[config.mk]
export PLATFORM = sky130hd
export DESIGN_NAME = txring_dma
export DESIGN_NICKNAME = d
export VERILOG_FILES = /design/src/rtl/txring_pkg.sv /design/src/rtl/txring_regs.sv /design/src/rtl/txring_emitter.sv /design/src/rtl/txring_walker.sv /design/src/rtl/txring_dma.sv
export SDC_FILE = /design/constraint.sdc
export NUM_CORES = 1
export LEC_CHECK = 0
export BUFFER_PORTS_ARGS = -buffer_cell sky130_fd_sc_hd__buf_2
export CAP_MARGIN = 10
export CORE_MARGIN = 10
export CORE_UTILIZATION = 49
export CTS_CLUSTER_DIAMETER = 40
export DETAILED_ROUTE_END_ITERATION = 6
export MAX_ROUTING_LAYER = met4
export PLACE_DENSITY = 0.73
export RECOVER_POWER = 50
export SKIP_CTS_REPAIR_TIMING = 1
export SLEW_MARGIN = 5
export SYNTH_ARGS = -nofsm -noshare
export SYNTH_HDL_FRONTEND = slang
export SYNTH_SLANG_ARGS = --single-unit
[constraint.sdc]
create_clock -name clk -period 2.69 [get_ports clk]
set_input_delay 0.269 -clock clk [delete_from_list [all_inputs] [get_ports clk]]
set_output_delay 0.269 -clock clk [all_outputs]
set_load 0.005 [all_outputs]
[src/rtl/txring_pkg.sv]
package txring_pkg;
    localparam int WORD_W     = 32;
    localparam int OWN_BIT    = 31;
    localparam int LEN_LSB    = 16;
    localparam int LEN_W      = 16;
    localparam int CMD_HI_BIT = 23;
    localparam int CMD_LO_BIT = 22;
    localparam int CAUSE_W    = 4;
    localparam int CAUSE_TOP  = 3;
    localparam int NQ         = 2;

    localparam logic [2:0] REG_PTR_LO = 3'd0;
    localparam logic [2:0] REG_PTR_HI = 3'd1;
    localparam logic [2:0] REG_CMD    = 3'd2;
    localparam logic [2:0] REG_CAUSE  = 3'd3;
    localparam logic [2:0] REG_MASK   = 3'd4;

    typedef enum logic [2:0] {
        ST_IDLE, ST_DESC, ST_DATA, ST_EMIT, ST_WB, ST_STEP
    } walk_st_e;

    typedef struct packed {
        logic [WORD_W-1:0] ctl;
        logic [LEN_W-1:0]  len;
        logic [WORD_W-1:0] buf_a;
        logic [WORD_W-1:0] nxt;
    } desc_t;

    function automatic logic [CAUSE_W-1:0] queue_cause(input int q);
        return CAUSE_W'(1) << (CAUSE_TOP - q);
    endfunction

    function automatic logic [2:0] beat_bytes(input logic [LEN_W-1:0] rem);
        return (rem >= LEN_W'(4)) ? 3'd4 : rem[2:0];
    endfunction
endpackage

[src/rtl/txring_regs.sv]
module txring_regs
    import txring_pkg::*;
#(
    parameter int AW = 32
) (
    input  logic                   clk,
    input  logic                   rst,
    input  logic                   reg_wr,
    input  logic [2:0]             reg_addr,
    input  logic [WORD_W-1:0]      reg_wdata,
    output logic [WORD_W-1:0]      reg_rdata,
    output logic [NQ-1:0][AW-1:0]  ptr_o,
    input  logic [NQ-1:0]          take_i,
    output logic [NQ-1:0]          pend_o,
    input  logic [NQ-1:0]          cause_set_i,
    input  logic                   sweep_done_i,
    output logic [CAUSE_W-1:0]     cause_o,
    output logic                   irq_o
);
    logic [CAUSE_W-1:0] cause_q, cause_d, mask_q, mask_d;
    logic [NQ-1:0]      start_bits;
    logic               hit_d;

    assign start_bits = (reg_wr && reg_addr == REG_CMD)
                      ? {reg_wdata[CMD_HI_BIT], reg_wdata[CMD_LO_BIT]} : '0;

    always_comb begin
        cause_d = cause_q;
        if (reg_wr && reg_addr == REG_CAUSE) cause_d = cause_d & reg_wdata[CAUSE_W-1:0];
        for (int q = 0; q < NQ; q++)
            if (cause_set_i[q]) cause_d = cause_d | queue_cause(q);
        mask_d = (reg_wr && reg_addr == REG_MASK) ? reg_wdata[CAUSE_W-1:0] : mask_q;
        hit_d  = |(cause_d & mask_d);
    end

    always_ff @(posedge clk) begin
        if (rst) begin
            ptr_o   <= '0;
            pend_o  <= '0;
            cause_q <= '0;
            mask_q  <= '0;
            irq_o   <= 1'b0;
        end else begin
            if (reg_wr && reg_addr == REG_PTR_LO) ptr_o[0] <= reg_wdata[AW-1:0];
            if (reg_wr && reg_addr == REG_PTR_HI) ptr_o[1] <= reg_wdata[AW-1:0];
            pend_o  <= (pend_o & ~take_i) | start_bits;
            cause_q <= cause_d;
            mask_q  <= mask_d;
            if (sweep_done_i && hit_d) irq_o <= 1'b1;
            else if (!hit_d)           irq_o <= 1'b0;
        end
    end

    always_comb begin
        case (reg_addr)
            REG_PTR_LO: reg_rdata = WORD_W'(ptr_o[0]);
            REG_PTR_HI: reg_rdata = WORD_W'(ptr_o[1]);
            REG_CAUSE:  reg_rdata = WORD_W'(cause_q);
            REG_MASK:   reg_rdata = WORD_W'(mask_q);
            default:    reg_rdata = '0;
        endcase
    end

    assign cause_o = cause_q;

    // a raised line is always backed by an enabled cause bit
    p_irq_backed_r8: assert property (@(posedge clk) disable iff (rst)
        irq_o |-> |(cause_q & mask_q));
    // completions only ever set bits, except through a host write
    p_cause_sticky_r6: assert property (@(posedge clk) disable iff (rst)
        !$past(reg_wr && reg_addr == REG_CAUSE) |-> ((cause_q & $past(cause_q)) == $past(cause_q)));
endmodule

[src/rtl/txring_emitter.sv]
module txring_emitter
    import txring_pkg::*;
(
    input  logic              clk,
    input  logic              rst,
    input  logic              load_i,
    input  logic [WORD_W-1:0] word_i,
    input  logic [2:0]        nbytes_i,
    input  logic              sop_i,
    input  logic              eop_i,
    output logic              busy_o,
    output logic              pkt_valid,
    output logic [7:0]        pkt_data,
    output logic              pkt_sop,
    output logic              pkt_eop
);
    logic [WORD_W-1:0] sh;
    logic [2:0]        cnt;
    logic              sop_f, eop_f, beat0;

    always_ff @(posedge clk) begin
        if (rst) begin
            sh <= '0; cnt <= '0; sop_f <= 1'b0; eop_f <= 1'b0; beat0 <= 1'b0;
        end else if (load_i) begin
            sh <= word_i; cnt <= nbytes_i; sop_f <= sop_i; eop_f <= eop_i; beat0 <= 1'b1;
        end else if (cnt != 3'd0) begin
            sh    <= {8'h00, sh[WORD_W-1:8]};
            cnt   <= cnt - 3'd1;
            beat0 <= 1'b0;
        end
    end

    assign pkt_valid = (cnt != 3'd0);
    assign pkt_data  = sh[7:0];
    assign pkt_sop   = pkt_valid && sop_f && beat0;
    assign pkt_eop   = pkt_valid && eop_f && (cnt == 3'd1);
    assign busy_o    = pkt_valid;

    // a new word is loaded only once the previous one has drained
    p_load_idle_r4: assert property (@(posedge clk) disable iff (rst)
        load_i |-> !busy_o);
    // the byte after a packet's last byte opens a new packet
    p_sop_after_eop_r4: assert property (@(posedge clk) disable iff (rst)
        (pkt_valid && $past(pkt_valid && pkt_eop)) |-> pkt_sop);
endmodule

[src/rtl/txring_walker.sv]
module txring_walker
    import txring_pkg::*;
#(
    parameter int AW      = 32,
    parameter int MAX_LEN = 2048
) (
    input  logic                  clk,
    input  logic                  rst,
    input  logic [NQ-1:0][AW-1:0] ptr_i,
    input  logic [NQ-1:0]         pend_i,
    output logic [NQ-1:0]         take_o,
    output logic                  mem_req,
    output logic                  mem_we,
    output logic [AW-1:0]         mem_addr,
    output logic [WORD_W-1:0]     mem_wdata,
    input  logic                  mem_ready,
    input  logic [WORD_W-1:0]     mem_rdata,
    output logic                  em_load,
    output logic [2:0]            em_nbytes,
    output logic                  em_sop,
    output logic                  em_eop,
    input  logic                  em_busy,
    output logic [NQ-1:0]         cause_set_o,
    output logic                  sweep_done_o,
    output logic                  active_o
);
    localparam logic [LEN_W-1:0] LEN_LIMIT = LEN_W'(MAX_LEN);

    walk_st_e         st;
    logic             q;
    logic [AW-1:0]    cur;
    logic [1:0]       idx;
    desc_t            d;
    logic [LEN_W-1:0] remaining;
    logic             first;

    always_comb begin
        take_o = '0;
        if (st == ST_IDLE) begin
            if (pend_i[1])      take_o = 2'b10;
            else if (pend_i[0]) take_o = 2'b01;
        end
    end

    assign mem_req   = (st == ST_DESC) || (st == ST_DATA) || (st == ST_WB);
    assign mem_we    = (st == ST_WB);
    assign mem_addr  = (st == ST_DATA) ? d.buf_a[AW-1:0]
                     : (st == ST_DESC) ? cur + AW'({idx, 2'b00}) : cur;
    assign mem_wdata = d.ctl & ~(WORD_W'(1) << OWN_BIT);

    assign em_load   = (st == ST_DATA) && mem_ready;
    assign em_nbytes = beat_bytes(remaining);
    assign em_sop    = first;
    assign em_eop    = (remaining <= LEN_W'(4));

    assign cause_set_o  = (st == ST_WB && mem_ready) ? {q, !q} : '0;
    assign sweep_done_o = (st == ST_STEP) && (d.nxt[AW-1:0] == ptr_i[q]);
    assign active_o     = (st != ST_IDLE);

    always_ff @(posedge clk) begin
        if (rst) begin
            st <= ST_IDLE; q <= 1'b0; cur <= '0; idx <= '0;
            d <= '0; remaining <= '0; first <= 1'b0;
        end else begin
            case (st)
                ST_IDLE: if (|pend_i) begin
                    q   <= pend_i[1];
                    cur <= pend_i[1] ? ptr_i[1] : ptr_i[0];
                    idx <= '0;
                    st  <= ST_DESC;
                end
                ST_DESC: if (mem_ready) begin
                    idx <= idx + 2'd1;
                    case (idx)
                        2'd0: d.ctl   <= mem_rdata;
                        2'd1: d.len   <= mem_rdata[LEN_LSB +: LEN_W];
                        2'd2: d.buf_a <= mem_rdata;
                        default: begin
                            d.nxt <= mem_rdata;
                            if (!d.ctl[OWN_BIT])
                                st <= ST_STEP;
                            else if (d.len == '0 || d.len >= LEN_LIMIT)
                                st <= ST_WB;
                            else begin
                                remaining <= d.len;
                                first     <= 1'b1;
                                st        <= ST_DATA;
                            end
                        end
                    endcase
                end
                ST_DATA: if (mem_ready) begin
                    remaining <= remaining - LEN_W'(em_nbytes);
                    d.buf_a   <= d.buf_a + WORD_W'(4);
                    first     <= 1'b0;
                    st        <= ST_EMIT;
                end
                ST_EMIT: if (!em_busy) st <= (remaining == '0) ? ST_WB : ST_DATA;
                ST_WB:   if (mem_ready) st <= ST_STEP;
                ST_STEP: begin
                    if (d.nxt[AW-1:0] == ptr_i[q]) st <= ST_IDLE;
                    else begin
                        cur <= d.nxt[AW-1:0];
                        idx <= '0;
                        st  <= ST_DESC;
                    end
                end
                default: st <= ST_IDLE;
            endcase
        end
    end

    // an open request holds still until it is accepted
    p_req_hold_r11: assert property (@(posedge clk) disable iff (rst)
        (mem_req && !mem_ready) |=> (mem_req && $stable(mem_addr) && $stable(mem_we) && $stable(mem_wdata)));
    // a write-back always returns the descriptor to the host
    p_wb_release_r6: assert property (@(posedge clk) disable iff (rst)
        (mem_req && mem_we) |-> !mem_wdata[OWN_BIT]);
    // a completion touches one queue's cause bit at a time
    p_one_cause_r6: assert property (@(posedge clk) disable iff (rst)
        $onehot0(cause_set_o));
endmodule

[src/rtl/txring_dma.sv]
module txring_dma
    import txring_pkg::*;
#(
    parameter int AW      = 32,
    parameter int MAX_LEN = 2048
) (
    input  logic               clk,
    input  logic               rst,
    input  logic               reg_wr,
    input  logic [2:0]         reg_addr,
    input  logic [WORD_W-1:0]  reg_wdata,
    output logic [WORD_W-1:0]  reg_rdata,
    output logic               mem_req,
    output logic               mem_we,
    output logic [AW-1:0]      mem_addr,
    output logic [WORD_W-1:0]  mem_wdata,
    input  logic               mem_ready,
    input  logic [WORD_W-1:0]  mem_rdata,
    output logic               pkt_valid,
    output logic [7:0]         pkt_data,
    output logic               pkt_sop,
    output logic               pkt_eop,
    output logic               busy,
    output logic               irq,
    output logic [CAUSE_W-1:0] cause
);
    logic [NQ-1:0][AW-1:0] ptr;
    logic [NQ-1:0]         pend, take, cause_set;
    logic                  sweep_done, active;
    logic                  em_load, em_sop, em_eop, em_busy;
    logic [2:0]            em_nbytes;

    txring_regs #(.AW(AW)) u_regs (
        .clk(clk), .rst(rst), .reg_wr(reg_wr), .reg_addr(reg_addr),
        .reg_wdata(reg_wdata), .reg_rdata(reg_rdata), .ptr_o(ptr),
        .take_i(take), .pend_o(pend), .cause_set_i(cause_set),
        .sweep_done_i(sweep_done), .cause_o(cause), .irq_o(irq)
    );

    txring_walker #(.AW(AW), .MAX_LEN(MAX_LEN)) u_walker (
        .clk(clk), .rst(rst), .ptr_i(ptr), .pend_i(pend), .take_o(take),
        .mem_req(mem_req), .mem_we(mem_we), .mem_addr(mem_addr),
        .mem_wdata(mem_wdata), .mem_ready(mem_ready), .mem_rdata(mem_rdata),
        .em_load(em_load), .em_nbytes(em_nbytes), .em_sop(em_sop),
        .em_eop(em_eop), .em_busy(em_busy), .cause_set_o(cause_set),
        .sweep_done_o(sweep_done), .active_o(active)
    );

    txring_emitter u_emit (
        .clk(clk), .rst(rst), .load_i(em_load), .word_i(mem_rdata),
        .nbytes_i(em_nbytes), .sop_i(em_sop), .eop_i(em_eop),
        .busy_o(em_busy), .pkt_valid(pkt_valid), .pkt_data(pkt_data),
        .pkt_sop(pkt_sop), .pkt_eop(pkt_eop)
    );

    assign busy = active || (|pend);

    // memory traffic and packet bytes only occur while busy
    p_busy_cover_r10: assert property (@(posedge clk) disable iff (rst)
        (mem_req || pkt_valid) |-> busy);
endmodule

==> impl_metrics.csv <==
group,metric,value,unit
placement,dp_worst_setup_slack,0.157,ns
synth,synth_seq_cells,280,
power_and_ir_drop,cellPowerDensity,685,nW/µm²
grt,grt_pass1_wl,80500,µm
clock_tree,insertion_delay,0.54,ns
route,first_iter_violations,1805,
sta,rsz0062_at_grt,"yes",
synth,syn_area_per_cell,7.76,µm²
setup_path,crit_end,"mem_addr[4]",
synth,syn_area,15100,µm²
synth,yosysTopAreaCell,"dfxtp_1",
finish,final_core_util,59.2,%
synth,synth.area.top_cells,"dfxtp_1 (37%), nand2_1 (11%), a21oi_1 (7.1%), mux2i_1 (4.6%), nor2_1 (3.3%)",
clock_tree,tritoncts,"yes",
sta,layout_min_cycle_time,2.99,ns
setup_path,r2r_end,"u_emit.sh[23]$_SDFFE_PP0P_",
job,cap_viol_max_count,1,
sta,worst_clock_skew,0.0204,ns
synth,ys.flop_type,"dfxtp_1",
finish,finalNetCount,2144,
grt,track_usage,26.5,%
route,drt_drc_violations_left,0,
grt,grt_overflow,0,
clock_tree,cts-root-buf,"clkbuf_16",
sta,finalHoldViolCount,15,
floorplanning,io_pins,186,
synth,syn_inst,1942,
outcome,violations,"negative hold slack, max-capacitance violations, max-slew violations, negative setup slack",
floorplanning,core-area,30500,µm²
finish,nFillCells,2749,
sta,maxSlewHeadroom,-6.07,%
route,first_pass_iters,6,
floorplanning,die_x,195,µm
placement,dp_hpwl,36300,µm
setup_path,startpoint_type,"register",
sta,timing.final.ws_setup,-0.300,ns
route,route.detailed.wl_per_inst,21.5,µm
floorplanning,initial_core_util,49.4,%
sta,timing.hold.ws,-0.0172,ns
sta,min_period_over_period,111,%
clock_tree,clock_path_buffers,3,
clock_tree,cts_sinks,280,
route,ant_nets,0,
finish,finalNonFillerCells,2489,
setup_path,cp.required,2.42,ns
setup_path,worst_ep_arrival_time,2.72,ns
floorplanning,dieArea,38200,µm²
setup_path,crit_fanout,35,
sta,slew_viol_final,33,
setup_path,r2r_slack,-0.04,ns
placement,dp.cells,2381,
finish,regArea,5630,µm²
setup_path,endpoint_kind,"output port",
floorplanning,rows,64,
setup_path,reg2regPathDepth,7,
synth,yosys_warnings,0,
floorplanning,die_h,195,µm
synth,synth_edf_count,0,
hold_path,hold_class,"input port to register",
synth,synth_common_cells,"nand2_1 (448), dfxtp_1 (280), a21oi_1 (213), nor2_1 (133), clkbuf_1 (129)",
finish,drive_above_1_share,16.7,%
sta,worst_pin_slew,1.59,ns
outcome,status,"finished with violations",
clock_tree,cts.clk_slew.worst_paths,0.06,ns
synth,synth.top_cell.area_share,37.2,%
setup_path,r2r-start,"u_walker.st[0]$_SDFFE_PP0P_",
grt,grt_max_degree,99,
synth,synth.distinct_cells,69,
clock_tree,cts_buffers,42,
setup_path,crit_type,"register to output port",
finish,multi_input_area,8580,µm²
synth,yosys.cell_count.top_type,"nand2_1",
synth,async_reset_ff_share,0,%
sta,fmax,334,MHz
power_and_ir_drop,leakagePower,0.00613,µW
placement,place_congestion,0.949,
grt,grt_pass1_vias,13900,
route,vias,15400,
finish,area_delta_synth_final,19.7,%
clock_tree,h-tree-depth,2,
sta,setup_viol,35,
sta,fin_setup_tns,-5.21,ns
power_and_ir_drop,ir_worst_vdd,0.503,mV
synth,yosysSeqAreaShare,37.2,%
grt,antenna_found_initial,1,
route,wl,53600,µm
placement,portBuffers,184,
route,via_per_inst,6.20,
hold_path,hp-start,"reg_wdata[8]",
setup_path,startpoint,"u_walker.st[0]$_SDFFE_PP0P_",
sequential cells by signal (all words and copies together), names as in the netlist:
signal and flops:
u_emit.beat0 1, u_emit.cnt 3, u_emit.eop_f 1, u_emit.sh 32, u_emit.sop_f 1, u_regs.cause_o 4
u_regs.irq_o 1, u_regs.mask_q 4, u_regs.pend_o 2, u_regs.ptr_o 64, u_walker.cur 32, u_walker.d 81
u_walker.em_sop 1, u_walker.idx 2, u_walker.mem_wdata 31, u_walker.q 1, u_walker.remaining 16, u_walker.st 3
through the flow:
| step | power [µW] | area (µm²) |
|---|---|---|
| after floorplan | 5620 | 15100 |
| after global placement | 6240 | 16200 |
| after detailed placement | 6290 | 16200 |
| after CTS | 12300 | 17700 |
| after global routing | 12700 | 18100 |
| final | 12400 | 18100 |
cell usage in the layout, fill, tap and decap left out, types with 22 or more instances in the layout:
cell	Yosys	layout
a21oi_1	213	213
nand3_1	51	47
buf_2	7	133
xnor2_1	45	45
o21ai_0	61	53
buf_4	41	45
dfxtp_1	280	264
xor2_1	22	22
clkbuf_16	0	43
clkbuf_1	129	61
nor3_1	29	26
a2111oi_2	28	29
nor2_1	133	131
a22o_1	32	32
nand2_1	448	447
a311oi_1	33	33
mux2i_1	70	70
a221oi_1	37	37
a211oi_1	44	44
layer usage:
metal | routed length [µm] | vias to the layer above | part of all wire (%) | GRT usage, %
met5 | 0 | - | 0 | -
met4 | 1980 | 0 | 3.7 | 9.53
met3 | 5180 | 115 | 9.7 | 4.68
met2 | 23000 | 835 | 43 | 37.7
met1 | 23400 | 7338 | 44 | 36.7
li1 | - | 7144 | - | -
worst max-delay path, stage by stage, from the launching register on:
cell and delay (ns):
dfxtp_1 0.41, clkbuf_1 0.51, nor3b_4 0.11, buf_2 0.29
buf_16 0.23, o21ai_0 0.40, buf_2 0.20
final cells by class:
type	count	share of cell area [%]
clock buffers	46	5.96
inverters	16	0.353
repair buffers	272	9.57
multi-input cells	1449	47.5
clock inverters	29	2.63
flip-flops and latches	280	31.2
well taps	396	2.74
diodes	1	0.0139
how the worst min path moves through the flow:
stage,endpoint,slack [ns],cells past startpoint
6_report,u_regs.ptr_o[8]$_SDFFE_PP0P_,-0.02,3
4_1_cts,u_regs.ptr_o[15]$_SDFFE_PP0P_,-0.04,3
3_3_place_gp,u_emit.eop_f$_SDFFE_PP0P_,0.44,2
5_1_grt,u_regs.ptr_o[29]$_SDFFE_PP0P_,0.00003,3
3_5_place_dp,u_emit.eop_f$_SDFFE_PP0P_,0.44,2
2_1_floorplan,u_walker.d[76]$_SDFFE_PP0P_,0.40,2
report_power, final:
| group | internal, µW | total (µW) | switching (µW) | leakage, µW |
|---|---|---|---|---|
| Combinational | 666 | 1720 | 1060 | 0.00310 |
| Sequential | 4320 | 4580 | 267 | 0.00227 |
| Clock | 3910 | 6070 | 2160 | 0.000766 |
| Total | 8890 | 12400 | 3480 | 0.00613 |
logic make-up after synthesis:
family,after synthesis,synth area share (%)
and+or+nand+nor,771,22.2
AOI/OAI and AO/OA,525,24.0
DFF,280,37.2
buffers and inverters,214,6.82
muxes,72,4.80
xor gates and xnor gates,67,3.89
adders and majority gates,12,1.05
other,1,0.0249
Power figures use the tool's default switching activity.
